`src/rtl/bcd_alu_pkg.sv`:
```
package bcd_alu_pkg;

  typedef enum logic [1:0] {
    OP_ADD = 2'b00,
    OP_SUB = 2'b01,
    OP_XOR = 2'b10,
    OP_SHR = 2'b11
  } aluOp_e;

  // strobes from control to datapath
  typedef struct packed {
    logic doSub;
    logic doXor;
    logic doShift;
    logic bcdActive;
    logic useCorrected;
  } aluCtl_t;

endpackage

```
`src/rtl/bcd_alu_ctrl.sv`:
```
module bcd_alu_ctrl
  import bcd_alu_pkg::*;
#(
  parameter bit CORRECTED_FLAGS = 1'b0
) (
  input  logic [1:0] opSel,
  input  logic       decMode,
  output aluCtl_t    ctl,
  output logic [3:0] flagWe,
  output logic       extraCycle
);

  logic isArith;

  always_comb begin
    isArith          = (opSel == OP_ADD) || (opSel == OP_SUB);
    ctl.doSub        = (opSel == OP_SUB);
    ctl.doXor        = (opSel == OP_XOR);
    ctl.doShift      = (opSel == OP_SHR);
    ctl.bcdActive    = isArith && decMode;
    ctl.useCorrected = CORRECTED_FLAGS;
    unique case (opSel)
      OP_XOR:  flagWe = 4'b1010;
      OP_SHR:  flagWe = 4'b1011;
      default: flagWe = 4'b1111;
    endcase
    extraCycle = CORRECTED_FLAGS && isArith && decMode;

    // an extra cycle is only ever requested for decimal arithmetic
    a_r8_extra_scope: assert (!extraCycle || (decMode && !opSel[1]))
      else $error("extra cycle outside decimal arithmetic");
  end

endmodule

```
`src/rtl/bcd_alu_dp.sv`:
```
module bcd_alu_dp
  import bcd_alu_pkg::*;
#(
  parameter int WIDTH = 8
) (
  input  aluCtl_t          ctl,
  input  logic [WIDTH-1:0] opA,
  input  logic [WIDTH-1:0] opM,
  input  logic             carryIn,
  output logic [WIDTH-1:0] result,
  output logic             flagN,
  output logic             flagV,
  output logic             flagZ,
  output logic             flagC
);

  localparam int DIGITS = WIDTH / 4;
  localparam int MSB    = WIDTH - 1;

  logic [WIDTH-1:0] mEff;
  logic [WIDTH:0]   binSum;
  logic             binV;
  logic [WIDTH-1:0] bcdRes;
  logic             bcdCarry;

  // digit-serial decimal chain; carry or borrow ripples between digits
  always_comb begin : decChain
    logic       link;
    logic [4:0] t;
    logic [4:0] a5;
    logic [4:0] m5;
    link   = ctl.doSub ? ~carryIn : carryIn;
    bcdRes = '0;
    for (int d = 0; d < DIGITS; d++) begin
      a5 = {1'b0, opA[d*4 +: 4]};
      m5 = {1'b0, opM[d*4 +: 4]};
      if (!ctl.doSub) begin
        t = a5 + m5 + {4'b0, link};
        if (t > 5'd9) begin
          t    = t + 5'd6;
          link = 1'b1;
        end else begin
          link = 1'b0;
        end
        bcdRes[d*4 +: 4] = t[3:0];
      end else begin
        t = a5 - m5 - {4'b0, link};
        if (t[4]) begin
          bcdRes[d*4 +: 4] = t[3:0] - 4'd6;
          link = 1'b1;
        end else begin
          bcdRes[d*4 +: 4] = t[3:0];
          link = 1'b0;
        end
      end
    end
    bcdCarry = ctl.doSub ? ~link : link;
  end

  always_comb begin : mainPath
    logic inBcd;
    logic outBcd;
    mEff   = ctl.doSub ? ~opM : opM;
    binSum = {1'b0, opA} + {1'b0, mEff} + {{WIDTH{1'b0}}, carryIn};
    binV   = (opA[MSB] == mEff[MSB]) && (binSum[MSB] != opA[MSB]);

    if (ctl.doShift) begin
      result = {1'b0, opA[MSB:1]};
      flagC  = opA[0];
      flagN  = 1'b0;
      flagV  = 1'b0;
    end else if (ctl.doXor) begin
      result = opA ^ opM;
      flagC  = 1'b0;
      flagN  = result[MSB];
      flagV  = 1'b0;
    end else if (ctl.bcdActive) begin
      result = bcdRes;
      flagC  = bcdCarry;
      if (ctl.useCorrected) begin
        flagN = result[MSB];
        flagV = (opA[MSB] == mEff[MSB]) && (result[MSB] != opA[MSB]);
      end else begin
        flagN = binSum[MSB];
        flagV = binV;
      end
    end else begin
      result = binSum[MSB:0];
      flagC  = binSum[WIDTH];
      flagN  = result[MSB];
      flagV  = binV;
    end
    if (ctl.bcdActive && !ctl.useCorrected) flagZ = (binSum[MSB:0] == '0);
    else                                   flagZ = (result == '0);

    inBcd  = 1'b1;
    outBcd = 1'b1;
    for (int d = 0; d < DIGITS; d++) begin
      if (opA[d*4 +: 4] > 4'd9 || opM[d*4 +: 4] > 4'd9) inBcd = 1'b0;
      if (result[d*4 +: 4] > 4'd9) outBcd = 1'b0;
    end

    // valid decimal inputs always give valid decimal digits
    a_r4_bcd_digits: assert (!(ctl.bcdActive && inBcd) || outBcd)
      else $error("decimal result digit above nine");
    // corrected mode zero flag tracks the decimal result
    a_r7_corr_zero: assert (!(ctl.bcdActive && ctl.useCorrected) || (flagZ == (result == '0)))
      else $error("corrected zero flag mismatch");
    // shift clears the sign and moves bit 0 to carry
    a_r10_shift_flags: assert (!ctl.doShift || (!flagN && !result[MSB] && flagC == opA[0]))
      else $error("shift flags wrong");
  end

endmodule

```
`src/rtl/bcd_alu.sv`:
```
module bcd_alu
  import bcd_alu_pkg::*;
#(
  parameter int WIDTH           = 8,
  parameter bit CORRECTED_FLAGS = 1'b0
) (
  input  logic [WIDTH-1:0] opA,
  input  logic [WIDTH-1:0] opM,
  input  logic             carryIn,
  input  logic             decMode,
  input  logic [1:0]       opSel,
  output logic [WIDTH-1:0] result,
  output logic             flagN,
  output logic             flagV,
  output logic             flagZ,
  output logic             flagC,
  output logic [3:0]       flagWe,
  output logic             extraCycle
);

  aluCtl_t ctl;

  bcd_alu_ctrl #(.CORRECTED_FLAGS(CORRECTED_FLAGS)) uCtrl (
    .opSel      (opSel),
    .decMode    (decMode),
    .ctl        (ctl),
    .flagWe     (flagWe),
    .extraCycle (extraCycle)
  );

  bcd_alu_dp #(.WIDTH(WIDTH)) uDp (
    .ctl     (ctl),
    .opA     (opA),
    .opM     (opM),
    .carryIn (carryIn),
    .result  (result),
    .flagN   (flagN),
    .flagV   (flagV),
    .flagZ   (flagZ),
    .flagC   (flagC)
  );

endmodule

```
`config.mk`:
```
export PLATFORM = sky130hd
export DESIGN_NAME = bcd_alu
export DESIGN_NICKNAME = d
export VERILOG_FILES = /design/src/rtl/bcd_alu_pkg.sv /design/src/rtl/bcd_alu_ctrl.sv /design/src/rtl/bcd_alu_dp.sv /design/src/rtl/bcd_alu.sv
export SDC_FILE = /design/constraint.sdc
export NUM_CORES = 1
export LEC_CHECK = 0
export CORE_MARGIN = 5
export CORE_UTILIZATION = 35
export DETAILED_ROUTE_END_ITERATION = 6
export SYNTH_ARGS = -nofsm -noshare
export SYNTH_HDL_FRONTEND = slang
export SYNTH_SLANG_ARGS = --single-unit
export TNS_END_PERCENT = 20
```
`constraint.sdc`:
```
create_clock -name vclk -period 11.9
set_input_delay 1.785 -clock vclk [all_inputs]
set_output_delay 1.785 -clock vclk [all_outputs]
set_load 0.02 [all_outputs]
```
# Yosys cells after proc, flatten, opt, wreduce, memory -nomap -nowiden
# Index checks and enable logic that the tools add are counted.
# totals
regBits,0
input_bits,20
out_inout_bits,17
word_cells,58
# classes
add_sub_neg,14
magnitude_cmp,2
eq_ne,5
n_mux,27
bitwise_logic,4
reduce_logical,6
# op_table
operator,n
8-bit two-way mux,4
4-bit two-way mux,6
8-bit logical NOT,2
1-bit two-way mux,16
4-bit by 4-bit adder with 5-bit output,2
5-bit by 1-bit adder with 5-bit output,2
"5-bit by 4-bit > comparator with 1-bit output, second input constant",2
4-bit by 4-bit subtractor with 5-bit output,2
5-bit by 1-bit subtractor with 5-bit output,2
8-bit by 8-bit adder with 9-bit output,1
9-bit by 1-bit adder with 9-bit output,1
"4-bit by 3-bit adder with 4-bit output, second input constant",2
8-bit inverter,1
"4-bit by 3-bit subtractor with 4-bit output, second input constant",2
8-bit XOR,1
3-bit case mux with 2 select lines,1
"2-bit == test, second input constant",2
"2-bit by 1-bit == test with 1-bit output, second input constant",1
1-bit logical AND,2
2-bit logical NOT,1
1-bit inverter,2
1-bit == test,1
1-bit logical OR,1
1-bit != test,1

# Logic depth before layout (Yosys ltp)
# depth
depth_word,15
depth_mapped,25
mapped_depth_nobuf,23

# By module
# From an unflattened synthesis, not the netlist that was laid out.
# unflattened
hier_cells,283
hier_area_um2,2160.8
# modules_own_cells
module,n_inst,cells_per_inst,area_each_um2,seq_area_each_um2
bcd_alu_dp,1,271,2088.3,0.0
bcd_alu_ctrl,1,12,72.6,0.0

# Worst setup path after synthesis
# OpenSTA, ideal clock, no wires.
# synth_timing
kind,input -> output
start,in opSel[0]
end,out flagZ
arrival_time_ns,7.744
required_time_ns,10.115
slack_ns,2.371
stages,24
cell_sequence,buf_2 nor2b_1 buf_1 xnor2_1 inv_1 fa_1 fa_1 xor2_2 ha_1 a21boi_0 a31oi_1 a311oi_2 nand2_1 nand2_1 inv_1 fa_1 fa_1 xor2_1 ha_1 nand2_1 a31oi_1 xnor2_1 a211o_1 o41ai_2
# synth_via
elab_chain_len,15
word_cells_on_any_way,35
cone_classes,add/sub (10); order compare (2); eq/ne (3); mux (15); reduce/logical (5)
# synth_lines
item,line,rtl
start: declaration,bcd_alu.sv:11,"input logic [1:0] opSel,"
2-bit by 1-bit == test with 1-bit output,"bcd_alu_ctrl.sv:16, bcd_alu_ctrl.sv:17",
1-bit two-way mux,bcd_alu_dp.sv:32,link = ctl.doSub ? ~carryIn : carryIn;
5-bit by 1-bit adder with 5-bit output,bcd_alu_dp.sv:38,"t = a5 + m5 + {4'b0, link};"
5-bit by 4-bit > comparator with 1-bit output,bcd_alu_dp.sv:39,if (t > 5'd9) begin
1-bit two-way mux,bcd_alu_dp.sv:39,
1-bit two-way mux,bcd_alu_dp.sv:37,if (!ctl.doSub) begin
5-bit by 1-bit adder with 5-bit output or 5-bit by 1-bit subtractor with 5-bit output (tied branches),"bcd_alu_dp.sv:38, bcd_alu_dp.sv:47",
4-bit by 3-bit adder with 4-bit output (tied with other cells),bcd_alu_dp.sv:40,t = t + 5'd6;
4-bit two-way mux (on tied branches),"bcd_alu_dp.sv:39, bcd_alu_dp.sv:48",
4-bit two-way mux,bcd_alu_dp.sv:37,
8-bit two-way mux,bcd_alu_dp.sv:77,end else if (ctl.bcdActive) begin
8-bit two-way mux,bcd_alu_dp.sv:72,end else if (ctl.doXor) begin
8-bit two-way mux *,bcd_alu_dp.sv:67,if (ctl.doShift) begin
via result[5],bcd_alu.sv:12,"output logic [WIDTH-1:0] result,"
8-bit logical NOT *,bcd_alu_dp.sv:94,else flagZ = (result == '0);
1-bit two-way mux *,bcd_alu_dp.sv:93,if (ctl.bcdActive && !ctl.useCorrected) flagZ = (binSum[MSB:0] == '0);
end: declaration,bcd_alu.sv:15,"output logic flagZ,"
# Mark *: on every way through the listed nets, which the timed path passes. The rest lies on a longest branch.

# Final worst setup path
# layout_timing
start,in opSel[1]
end,out flagZ
# layout_via
elab_chain_len,15
word_cells_on_any_way,35
cone_classes,add/sub (10); order compare (2); eq/ne (3); mux (15); reduce/logical (5)
# layout_lines
item,line
2-bit by 1-bit == test with 1-bit output,"bcd_alu_ctrl.sv:16, bcd_alu_ctrl.sv:17"
1-bit two-way mux,bcd_alu_dp.sv:32
5-bit by 1-bit adder with 5-bit output,bcd_alu_dp.sv:38
5-bit by 4-bit > comparator with 1-bit output,bcd_alu_dp.sv:39
1-bit two-way mux,bcd_alu_dp.sv:39
1-bit two-way mux,bcd_alu_dp.sv:37
5-bit by 1-bit adder with 5-bit output or 5-bit by 1-bit subtractor with 5-bit output (tied branches),"bcd_alu_dp.sv:38, bcd_alu_dp.sv:47"
4-bit by 3-bit adder with 4-bit output (tied with other cells),bcd_alu_dp.sv:40
4-bit two-way mux (on tied branches),"bcd_alu_dp.sv:39, bcd_alu_dp.sv:48"
4-bit two-way mux,bcd_alu_dp.sv:37
8-bit two-way mux,bcd_alu_dp.sv:77
8-bit two-way mux,bcd_alu_dp.sv:72
8-bit two-way mux,bcd_alu_dp.sv:67
8-bit logical NOT,bcd_alu_dp.sv:94
1-bit two-way mux *,bcd_alu_dp.sv:93
# Mark *: on every way between the ends. The rest lies on a longest branch, timed or not.

==> metrics <==
outcome finished clean; die area 7397 um^2; fin. max-slew vios 0; Syn Std Cell Area 2022 um^2; # setup viols final 0; most frequent cells in the layout 34 x clkdlybuf4s50_1, 32 x ha_1, 28 x inv_1; Routed Wire Length 5622 um; Pwr per Cell Area 78.48 nW/um^2; # port buffers 34; via count 1969; crit path from opSel[1]; initial DRC count roughly 120; FF/Latch Area 0 um^2; DRT antenna net count 0; area share of the largest cell type after synthesis 19.80%; CP endpoint kind output port; Total Power 0.0001888 W; Fmax 95.74 MHz; startpoint types input port; remaining global-route overflow 0; worst vdd ir 0.02459 mV; worst path required time a little over 10 ns; Cell variety after synth 63; nets@finish 353; Synth area leader ha_1; clkbuf count 0; RSZ-0062 raised after global routing false; routed length per placed instance 15.57 um; critical-path cell list clkdlybuf4s50_1 -> nor2b_1 -> xnor2_1 -> inv_1 -> fa_1 -> fa_1 -> xor2_2 -> ha_1 -> a21boi_0 -> a31oi_1 -> a311oi_2 -> nand2_1 -> nand2_1 -> inv_1 -> fa_1 -> fa_1 -> xor2_1 -> ha_1 -> nand2_1 -> a31oi_1 -> xnor2_1 -> a211o_1 -> o41ai_2 -> clkdlybuf4s50_1; gr usage total 15.22%; Crit Path Max Fanout 17; initial antenna violation count 0; IO Count 37; Pre-antenna DRT Iters 5; Syn Area/Cell ~7.7 um^2; Slowest-stage cell, CP clkdlybuf4s50_1; first-pass GRT wire length roughly 9400 um; Area growth, synth to finish 19.00%; Syn Inst Count 263; Pleak about 1.1 nW; commonest non-fill, non-tap cell in the layout clkdlybuf4s50_1; starting density of the core a little over a third; Core Footprint 5574 um^2; row cnt 27; vias in the first global route 1870; hold path start opA[7]; Worst path depth 24; synth top area cells ha_1 20%, fa_1 9.9%, xnor2_1 6.9%; min cycle time layout approximately 10 ns; CTS resizes 0; Fill cells roughly 590; final worst-path cycle share 87.77%; CP Class in2out; Slew @ Worst Pin 0.5622 ns; vias per cell 5.454; Die Span Y ~86 um; num sequential 0; final hold vios 0; Most common cell on crit path fa_1; post-CTS setup buffer count 0; hold-fix buffers at CTS 0; Crit path buffers/inverters 4; max incr delay on CP 0.83 ns; chip width 86.01 um; Rel. slew slack around 62%; setup TNS 0 ns; worst hold path type in2out; max_cap viols 0; DP Area approximately 2400 um^2; largest net degree at the start of global routing 21; crit path capture flagZ; critical path's top delay family adder cells; Synth Warn # 0; area occupied by multi-input gates 1856 um^2; Final HPWL DP 4808 um; layout cells sized above 1 4.844%; DRC violation count after routing 0; gp weighted congestion 0.9591; post-route cell area approximately 2400 um^2; Worst Path Arrival 8.66 ns; hold_ws 4.838 ns; antenna cells 0; Seq/Total Area, Yosys 0%
## tightest hold or removal path, delay by kind of cell
| family | cells | cell delay [ns] |
|---|---|---|
| buffers and inverters | 2 | 1.02 |
| xor gates and xnor gates | 1 | 0.20 |
| and+or+nand+nor | 1 | 0.04 |
## through the flow
| step | instances | util, % | setup WS, ns |
|---|---|---|---|
| 2_1_floorplan | 264 | - | 2.371 |
| 3_3_place_gp | 361 | 43.17 | 1.772 |
| 3_5_place_dp | 361 | 43.17 | 1.544 |
| 4_1_cts | 361 | 43.17 | 1.528 |
| 5_1_grt | 361 | 43.17 | 0.9646 |
| 6_report | 361 | 43.17 | 1.455 |
## cells in the mapped netlist (4+ instances only)
cell type  instances
a21o_1             4
xnor2_1           16
ha_1              32
nor3_1             5
o21ai_0           14
xor2_1            13
nand2_1           17
inv_1             28
nand3_1            5
a21oi_1           13
nand2b_1           5
mux2i_1            8
nor2b_1            5
nor2_1            18
fa_1              10
## logic make-up (layout without fill, tap and decap cells)
| group | after synthesis | count (layout) | share of synthesized area, % |
|---|---|---|---|
| buf+inv | 39 | 64 | 8.415 |
| compound gates | 68 | 68 | 24.07 |
| simple gates | 71 | 71 | 17.88 |
| mux | 10 | 10 | 5.074 |
| fa+ha+maj | 42 | 42 | 29.70 |
| xor+xnor | 31 | 31 | 14.48 |
| other cells | 2 | 3 | 0.3714 |
## routing by layer
layer	share of wire, %	vias up	track usage, %
met4	1.0	0	1.871
met2	46	80	25.51
li1	-	973	-
met3	5.5	6	0.6724
met1	47	910	22.06
met5	0	-	0
## how the worst min path moves through the flow
| stage | to | slack (ns) | cells past startpoint |
|---|---|---|---|
| after CTS | flagV | 4.85 | 4 |
| after detailed placement | flagV | 4.84 | 4 |
| after global routing | flagV | 4.92 | 4 |
| after floorplan | flagV | 3.76 | 2 |
| final | flagV | 4.84 | 4 |
| after global placement | flagV | 4.87 | 4 |
## final cells by class
type,count,area share [%]
Inverter,28,4.368
Timing Repair Buffer,36,14.77
Tap cell,72,3.744
Multi-Input combinational cell,225,77.12
## power breakdown
group          leakage, nW  internal (W)  switching [W]  total [W]
registers                0             0              0          0
clock network            0             0              0          0
logic                 1.08     0.0000846       0.000104   0.000189
(Power assumes the default switching activity.)
